[config.mk]
export PLATFORM = sky130hd
export DESIGN_NAME = ipl_sequencer
export DESIGN_NICKNAME = d
export VERILOG_FILES = /design/src/rtl/ipl_pkg.sv /design/src/rtl/ipl_cmd_stage.sv /design/src/rtl/ipl_mem_port.sv /design/src/rtl/ipl_fsm.sv /design/src/rtl/ipl_sequencer.sv
export SDC_FILE = /design/constraint.sdc
export NUM_CORES = 1
export LEC_CHECK = 0
export BUFFER_PORTS_ARGS = -buffer_cell sky130_fd_sc_hd__buf_4
export CAP_MARGIN = 20
export CELL_PAD_IN_SITES_DETAIL_PLACEMENT = 1
export CELL_PAD_IN_SITES_GLOBAL_PLACEMENT = 1
export CORE_MARGIN = 4
export CORE_UTILIZATION = 34
export CTS_CLUSTER_DIAMETER = 30
export DETAILED_ROUTE_END_ITERATION = 10
export HOLD_SLACK_MARGIN = 0.06
export PLACE_DENSITY = 0.77
export SYNTH_ARGS = -nofsm -noshare
export SYNTH_HDL_FRONTEND = slang
export SYNTH_SLANG_ARGS = --single-unit
[constraint.sdc]
create_clock -name clk -period 1.8 [get_ports clk]
set_clock_uncertainty 0.1 [all_clocks]
set_input_delay 0.36 -clock clk [delete_from_list [all_inputs] [get_ports clk]]
set_output_delay 0.36 -clock clk [all_outputs]
set_load 0.05 [all_outputs]
[src/rtl/ipl_pkg.sv]
package ipl_pkg;
  localparam int WORD_W     = 64;
  localparam int CNT_W      = 16;
  localparam int CHAIN_BIT  = 30;
  localparam int SLI_BIT    = 29;
  localparam int WAIT_BIT   = 49;
  localparam logic [7:0] IMPLIED_CODE = 8'h02;
  localparam int IMPLIED_CNT  = 24;
  localparam int FIRST_CCW_AD = 8;
  localparam int SECOND_CCW_AD = 16;
  localparam int PSW_AD       = 0;

  typedef struct packed {
    logic [7:0]       code;
    logic [23:0]      addr;
    logic             chain;
    logic             sli;
    logic [CNT_W-1:0] count;
  } ccw_t;

  typedef enum logic [2:0] {
    S_IDLE, S_CMD, S_END, S_FETCH, S_PSW, S_DONE
  } seq_state_t;

  function automatic ccw_t decode_ccw(input logic [WORD_W-1:0] w);
    ccw_t c;
    c.code  = w[63:56];
    c.addr  = w[55:32];
    c.chain = w[CHAIN_BIT];
    c.sli   = w[SLI_BIT];
    c.count = w[CNT_W-1:0];
    return c;
  endfunction
endpackage

[src/rtl/ipl_cmd_stage.sv]
module ipl_cmd_stage
  import ipl_pkg::*;
#(
  parameter int ADDR_W = 24,
  parameter int DEV_W  = 4
) (
  input  logic              clk,
  input  logic              rst_n,
  input  logic              load_implied,
  input  logic              load_fetched,
  input  ccw_t              fetched,
  input  logic [DEV_W-1:0]  dev,
  input  logic              ready,
  output logic              valid,
  output logic              accept,
  output logic [DEV_W-1:0]  o_dev,
  output logic [7:0]        o_code,
  output logic [ADDR_W-1:0] o_addr,
  output logic [CNT_W-1:0]  o_count,
  output logic              o_chain,
  output logic              o_sli
);
  assign accept = valid && ready;

  always_ff @(posedge clk or negedge rst_n) begin
    if (!rst_n) begin
      valid   <= 1'b0;
      o_dev   <= '0;
      o_code  <= '0;
      o_addr  <= '0;
      o_count <= '0;
      o_chain <= 1'b0;
      o_sli   <= 1'b0;
    end else if (load_implied) begin
      valid   <= 1'b1;
      o_dev   <= dev;
      o_code  <= IMPLIED_CODE;
      o_addr  <= ADDR_W'(PSW_AD);
      o_count <= CNT_W'(IMPLIED_CNT);
      o_chain <= 1'b1;
      o_sli   <= 1'b1;
    end else if (load_fetched) begin
      valid   <= 1'b1;
      o_code  <= fetched.code;
      o_addr  <= ADDR_W'(fetched.addr);
      o_count <= fetched.count;
      o_chain <= fetched.chain;
      o_sli   <= fetched.sli;
    end else if (accept) begin
      valid   <= 1'b0;
    end
  end


  cmd_hold_chk: assert property (@(posedge clk) disable iff (!rst_n)
    (valid && !ready) |=> (valid && $stable(o_code) && $stable(o_addr) &&
                           $stable(o_count) && $stable(o_chain) &&
                           $stable(o_sli) && $stable(o_dev)));

  cmd_drop_chk: assert property (@(posedge clk) disable iff (!rst_n)
    (accept && !load_implied && !load_fetched) |=> !valid);
endmodule

[src/rtl/ipl_mem_port.sv]
module ipl_mem_port #(
  parameter int ADDR_W = 24
) (
  input  logic              clk,
  input  logic              rst_n,
  input  logic              start,
  input  logic [ADDR_W-1:0] start_addr,
  input  logic              req_ready,
  output logic              req_valid,
  output logic [ADDR_W-1:0] req_addr,
  input  logic              rsp_valid,
  output logic              done
);
  logic waiting;

  assign done = waiting && rsp_valid;

  always_ff @(posedge clk or negedge rst_n) begin
    if (!rst_n) begin
      req_valid <= 1'b0;
      req_addr  <= '0;
      waiting   <= 1'b0;
    end else begin
      if (start) begin
        req_valid <= 1'b1;
        req_addr  <= start_addr;
      end else if (req_valid && req_ready) begin
        req_valid <= 1'b0;
        waiting   <= 1'b1;
      end
      if (done) waiting <= 1'b0;
    end
  end


  memreq_hold_chk: assert property (@(posedge clk) disable iff (!rst_n)
    (req_valid && !req_ready) |=> (req_valid && $stable(req_addr)));
endmodule

[src/rtl/ipl_fsm.sv]
module ipl_fsm
  import ipl_pkg::*;
#(
  parameter int ADDR_W = 24,
  parameter int DEV_W  = 4
) (
  input  logic              clk,
  input  logic              rst_n,
  input  logic              ipl_req,
  input  logic [DEV_W-1:0]  dev_sel,
  output logic [DEV_W-1:0]  dev_q,
  output logic              load_implied,
  output logic              load_fetched,
  input  logic              cmd_accept,
  input  logic              end_valid,
  input  logic              end_err,
  output logic              mem_start,
  output logic [ADDR_W-1:0] mem_addr,
  input  logic              mem_done,
  input  logic [WORD_W-1:0] mem_data,
  output logic              cpu_start,
  output logic [WORD_W-1:0] psw_q,
  output logic              busy,
  output logic              fail,
  output logic              wait_st
);
  seq_state_t state;
  logic [1:0] idx;
  logic       chain_q;
  logic       want_ccw;
  logic       end_ok;

  assign busy         = (state != S_IDLE);
  assign load_implied = (state == S_IDLE) && ipl_req;
  assign load_fetched = (state == S_FETCH) && mem_done;
  assign end_ok       = (state == S_END) && end_valid && !end_err;
  assign want_ccw     = (idx == 2'd0) || ((idx == 2'd1) && chain_q);
  assign mem_start    = end_ok;
  assign mem_addr     = !want_ccw ? ADDR_W'(PSW_AD) :
                        (idx == 2'd0) ? ADDR_W'(FIRST_CCW_AD) : ADDR_W'(SECOND_CCW_AD);

  always_ff @(posedge clk or negedge rst_n) begin
    if (!rst_n) begin
      state     <= S_IDLE;
      idx       <= '0;
      chain_q   <= 1'b0;
      dev_q     <= '0;
      psw_q     <= '0;
      cpu_start <= 1'b0;
      fail      <= 1'b0;
      wait_st   <= 1'b0;
    end else begin
      cpu_start <= 1'b0;
      case (state)
        S_IDLE: if (ipl_req) begin
          dev_q   <= dev_sel;
          idx     <= '0;
          chain_q <= 1'b1;
          fail    <= 1'b0;
          wait_st <= 1'b0;
          state   <= S_CMD;
        end
        S_CMD: if (cmd_accept) state <= S_END;
        S_END: if (end_valid) begin
          if (end_err) begin
            fail  <= 1'b1;
            state <= S_IDLE;
          end else if (want_ccw) begin
            state <= S_FETCH;
          end else begin
            state <= S_PSW;
          end
        end
        S_FETCH: if (mem_done) begin
          chain_q <= mem_data[CHAIN_BIT];
          idx     <= idx + 2'd1;
          state   <= S_CMD;
        end
        S_PSW: if (mem_done) begin
          psw_q <= mem_data;
          state <= S_DONE;
        end
        S_DONE: begin
          if (psw_q[WAIT_BIT]) wait_st <= 1'b1;
          else                 cpu_start <= 1'b1;
          state <= S_IDLE;
        end
        default: state <= S_IDLE;
      endcase
    end
  end


  start_pulse_chk: assert property (@(posedge clk) disable iff (!rst_n)
    cpu_start |=> !cpu_start);

  start_idle_chk: assert property (@(posedge clk) disable iff (!rst_n)
    cpu_start |-> (!busy && !psw_q[WAIT_BIT]));

  wait_no_start_chk: assert property (@(posedge clk) disable iff (!rst_n)
    wait_st |-> !cpu_start);

  fail_no_start_chk: assert property (@(posedge clk) disable iff (!rst_n)
    fail |-> (!cpu_start && !mem_start));

  busy_req_chk: assert property (@(posedge clk) disable iff (!rst_n)
    (busy && ipl_req) |=> $stable(dev_q));
endmodule

[src/rtl/ipl_sequencer.sv]
module ipl_sequencer
  import ipl_pkg::*;
#(
  parameter int ADDR_W = 24,
  parameter int DEV_W  = 4
) (
  input  logic              clk,
  input  logic              rst_n,
  input  logic              ipl_req,
  input  logic [DEV_W-1:0]  dev_sel,
  output logic              cmd_valid,
  input  logic              cmd_ready,
  output logic [DEV_W-1:0]  cmd_dev,
  output logic [7:0]        cmd_code,
  output logic [ADDR_W-1:0] cmd_addr,
  output logic [15:0]       cmd_count,
  output logic              cmd_chain,
  output logic              cmd_sli,
  input  logic              end_valid,
  input  logic              end_err,
  output logic              mem_req_valid,
  input  logic              mem_req_ready,
  output logic [ADDR_W-1:0] mem_req_addr,
  input  logic              mem_rsp_valid,
  input  logic [63:0]       mem_rsp_data,
  output logic              cpu_start,
  output logic [63:0]       psw_out,
  output logic              ipl_busy,
  output logic              ipl_fail,
  output logic              wait_state
);
  logic [DEV_W-1:0]  dev_q;
  logic              load_implied, load_fetched, cmd_accept;
  logic              mem_start, mem_done;
  logic [ADDR_W-1:0] mem_addr;
  ccw_t              fetched;

  assign fetched = decode_ccw(mem_rsp_data);

  ipl_fsm #(.ADDR_W(ADDR_W), .DEV_W(DEV_W)) u_fsm (
    .clk(clk), .rst_n(rst_n), .ipl_req(ipl_req), .dev_sel(dev_sel),
    .dev_q(dev_q), .load_implied(load_implied), .load_fetched(load_fetched),
    .cmd_accept(cmd_accept), .end_valid(end_valid), .end_err(end_err),
    .mem_start(mem_start), .mem_addr(mem_addr), .mem_done(mem_done),
    .mem_data(mem_rsp_data), .cpu_start(cpu_start), .psw_q(psw_out),
    .busy(ipl_busy), .fail(ipl_fail), .wait_st(wait_state)
  );

  ipl_cmd_stage #(.ADDR_W(ADDR_W), .DEV_W(DEV_W)) u_cmd (
    .clk(clk), .rst_n(rst_n), .load_implied(load_implied),
    .load_fetched(load_fetched), .fetched(fetched), .dev(dev_sel),
    .ready(cmd_ready), .valid(cmd_valid), .accept(cmd_accept),
    .o_dev(cmd_dev), .o_code(cmd_code), .o_addr(cmd_addr),
    .o_count(cmd_count), .o_chain(cmd_chain), .o_sli(cmd_sli)
  );

  ipl_mem_port #(.ADDR_W(ADDR_W)) u_mem (
    .clk(clk), .rst_n(rst_n), .start(mem_start), .start_addr(mem_addr),
    .req_ready(mem_req_ready), .req_valid(mem_req_valid),
    .req_addr(mem_req_addr), .rsp_valid(mem_rsp_valid), .done(mem_done)
  );


  implied_cmd_chk: assert property (@(posedge clk) disable iff (!rst_n)
    (!ipl_busy && ipl_req) |=> (cmd_valid && ipl_busy && cmd_code == IMPLIED_CODE &&
                                cmd_addr == '0 && cmd_chain && cmd_sli));

  busy_dev_chk: assert property (@(posedge clk) disable iff (!rst_n)
    (ipl_busy && ipl_req && !load_fetched) |=> $stable(cmd_dev));

  one_side_chk: assert property (@(posedge clk) disable iff (!rst_n)
    $onehot0({cmd_valid, mem_req_valid}));

  idle_quiet_chk: assert property (@(posedge clk) disable iff (!rst_n)
    !ipl_busy |-> (!cmd_valid && !mem_req_valid));
endmodule

==> results.sh <==
export IMPL_status="completed"
export IMPL_cts_buffer_depth=2
export IMPL_num_vias=3957
export IMPL_startpoint="u_fsm.state[0]"
export IMPL_yosysWarningCount=0
export IMPL_setup_viol=0
export IMPL_hp_start="dev_sel[0]"
export IMPL_ff2ff_setup_slack_ns=0.001
export IMPL_layout_common_cells="buf_4, dfrtp_1, mux2_4"
export IMPL_place_area_mm2=0.00727
export IMPL_routed_via_density=4.77
export IMPL_fin_tns_setup_ns=0
export IMPL_fmax_ghz=0.556
export IMPL_grt_pass1_vias=4490
export IMPL_ys_seq_area_frac=0.606
export IMPL_synth_top_area_frac=0.606
export IMPL_gp_congestion=0.807
export IMPL_final_cell_area_mm2=0.00810
export IMPL_synth_top_family_by_area="multiplexers"
export IMPL_final_common_cell="buf_4"
export IMPL_nets=679
export IMPL_yosys_area_share_adder=0.00689
export IMPL_post_dp_hpwl_mm=11.3
export IMPL_drt_iter0_drc=156
export IMPL_instances_no_fill=829
export IMPL_fp_coreArea_mm2=0.0158
export IMPL_r2r_start="u_fsm.state[0]"
export IMPL_relSlewSlack=0.644
export IMPL_clkLatencyLatePin_ns=0.41
export IMPL_critPathArrivalTime_ns=1.99
export IMPL_grt_usage=0.179
export IMPL_fin_util=0.513
export IMPL_routedWlPerCell_um=19.4
export IMPL_drtAntennaViolNets=0
export IMPL_tightest_slew_ns=0.534
export IMPL_htree_levels=4
export IMPL_worst_setup_path_start_kind="flop"
export IMPL_cts_buffers=17
export IMPL_fin_hold_ws_ns=0.0783
export IMPL_drive_gt1_frac=0.553
export IMPL_first_pass_iters=5
export IMPL_grt_start_max_net_pins=34
export IMPL_period_minus_slack_ns=1.80
export IMPL_synth_compound_area_frac=0.109
export IMPL_cp_required_ns=1.99
export IMPL_synth_xor_area_frac=0
export IMPL_synth_simple_area_share=0.0285
export IMPL_synth_cell_type_count=40
export IMPL_pin_count=224
export IMPL_drcViolationCount=0
export IMPL_drv_cap=0
export IMPL_synth_edf_count=0
export IMPL_met2_length_mm=8.30
export IMPL_synth_async_reset_ratio=1.00
export IMPL_tritoncts="done"
export IMPL_antenna_cells=0
export IMPL_path_clk_slew_ns=0.06
export IMPL_hold_path_class="in -> reg"
export IMPL_numPortBuffers=201
export IMPL_syn_avg_cell_area_um2=15.3
export IMPL_peakVddDrop_mv=0.650
export IMPL_drt_total_wl_mm=16.1
export IMPL_clock_sinks=132
export IMPL_initial_core_util=0.345
export IMPL_yosysTopAreaCell="dfrtp_1"
export IMPL_grt_pass1_wl_mm=25.2
export IMPL_grt_setup_unrepaired="true"
export IMPL_finalHoldViolCount=0
export IMPL_yosys_mux_area_fraction=0.188
export IMPL_leakagePower_nw=4.28
export IMPL_nFillCells=1636
export IMPL_row_count=46
export IMPL_power_density_mw_per_mm2=1280
export IMPL_area_growth_pct=48.6
export IMPL_die_w_um=135
export IMPL_synth_cells=356
export IMPL_placed_cells=775
export IMPL_antenna_found_initial=0
export IMPL_dr_wl_met3_mm=1.25
export IMPL_finalMaxSlewViolations=0
export IMPL_m1WireLength_mm=6.33
export IMPL_die_area_mm2=0.0181
export IMPL_netlist_area_mm2=0.00545
export IMPL_yosys_top_cells_area="dfrtp_1, mux2_4, a22o_1, buf_4, mux2_2"
export IMPL_min_period_over_period=0.999
export IMPL_top_layer_used="met4"
export IMPL_endpoint_kind="flop"
export IMPL_grt_overflow=0
export IMPL_synth_ff_type="dfrtp_1"
export IMPL_ys_ff_latch=132
export IMPL_clockRootBuffer="clkbuf_16"
export IMPL_critical_path_class="reg -> reg"
export IMPL_die_h_um=135
export IMPL_path_max_fanout=30
## flip-flops by register name (all words and copies together), names as in the netlist
register and cells:
u_cmd.o_sli 1, u_cmd.o_chain 1, u_cmd.o_dev 4, u_fsm.fail 1, u_fsm.idx 2, u_fsm.chain_q 1
u_fsm.wait_st 1, u_cmd.o_addr 24, u_cmd.o_code 8, u_mem.req_addr 2, u_fsm.cpu_start 1, u_cmd.o_count 16
u_mem.req_valid 1, u_fsm.psw_q 64, u_mem.waiting 1, u_fsm.state 3, u_cmd.valid 1
## metal layers
metal | GRT usage | vias to the layer above
li1 | - | 1745
met1 | 0.205 | 2038
met2 | 0.310 | 157
met3 | 0.0671 | 17
met4 | 0.0611 | 0
met5 | 0 | -
## cells by family (layout without fill, tap and decap cells)
logic type | Yosys count | in the layout
AOI/OAI and AO/OA | 71 | 71
adders and majority gates | 3 | 3
buffers and inverters | 50 | 286
DFF | 132 | 132
muxes | 71 | 71
other | 1 | 22
and+or+nand+nor | 28 | 28
## where the power goes
part / internal, mW / switching (mW)
Clock: 1.91 / 1.35
Sequential: 3.38 / 0.280
Combinational: 1.22 / 2.24
## critical path: stages, from the launching register on
cell and delay, ns:
dfrtp_1 0.38, or3b_1 0.40, or2_4 0.27, buf_12 0.19
mux2_4 0.32
## stage by stage
step / power [mW] / setup slack [ns]
detailed placement: 7.02 / 0.00433
global route: 10.8 / -0.0651
global placement: 6.92 / 0.0451
finish: 10.4 / 0.00116
CTS: 10.5 / -0.0417
floorplan: 5.82 / 0.00183
## layout make-up
cell class / count / area [um2] / area share
clock buffers: 18 / 429 / 0.0530
well taps: 216 / 270 / 0.0334
inverters: 8 / 30.0 / 0.00371
clock inverters: 14 / 126 / 0.0156
repair buffers: 246 / 2000 / 0.247
multi-input cells: 195 / 1930 / 0.239
flip-flops and latches: 132 / 3300 / 0.408
## synthesized netlist by cell type, types with 2 or more instances
| cell type | instances |
|---|---|
| a21oi_1 | 4 |
| a22o_1 | 47 |
| a31oi_1 | 2 |
| buf_2 | 8 |
| buf_4 | 22 |
| buf_6 | 7 |
| clkbuf_1 | 5 |
| dfrtp_1 | 132 |
| ha_1 | 3 |
| inv_1 | 8 |
| mux2_2 | 10 |
| mux2_4 | 60 |
| nand2_1 | 7 |
| nand3_1 | 2 |
| nand4_1 | 2 |
| nor2_1 | 5 |
| nor2b_1 | 2 |
| o21ai_0 | 2 |
| o22a_1 | 6 |
| or3b_1 | 2 |
## repair_timing
item / 4_1_cts / 5_1_grt
setup endpoints to repair: 1 / 111
resized for setup: 8 / 8
hold buffers: 18 / 0
hold endpoints to repair: 42 / 0
pin swaps: 2 / 4
buffers inserted: 4 / 1
## path summary, 6_finish.rpt
kind                                    end  depth (start not counted)
max                          u_fsm.psw_q[8]                          4
min                          u_cmd.o_dev[0]                          2
max reg2reg                  u_fsm.psw_q[8]                          4
min reg2reg                u_cmd.o_count[3]                          1
max in group asynchronous   u_cmd.o_code[2]                          3
min in group asynchronous   u_fsm.psw_q[25]                          2
Power figures use the tool's default switching activity.
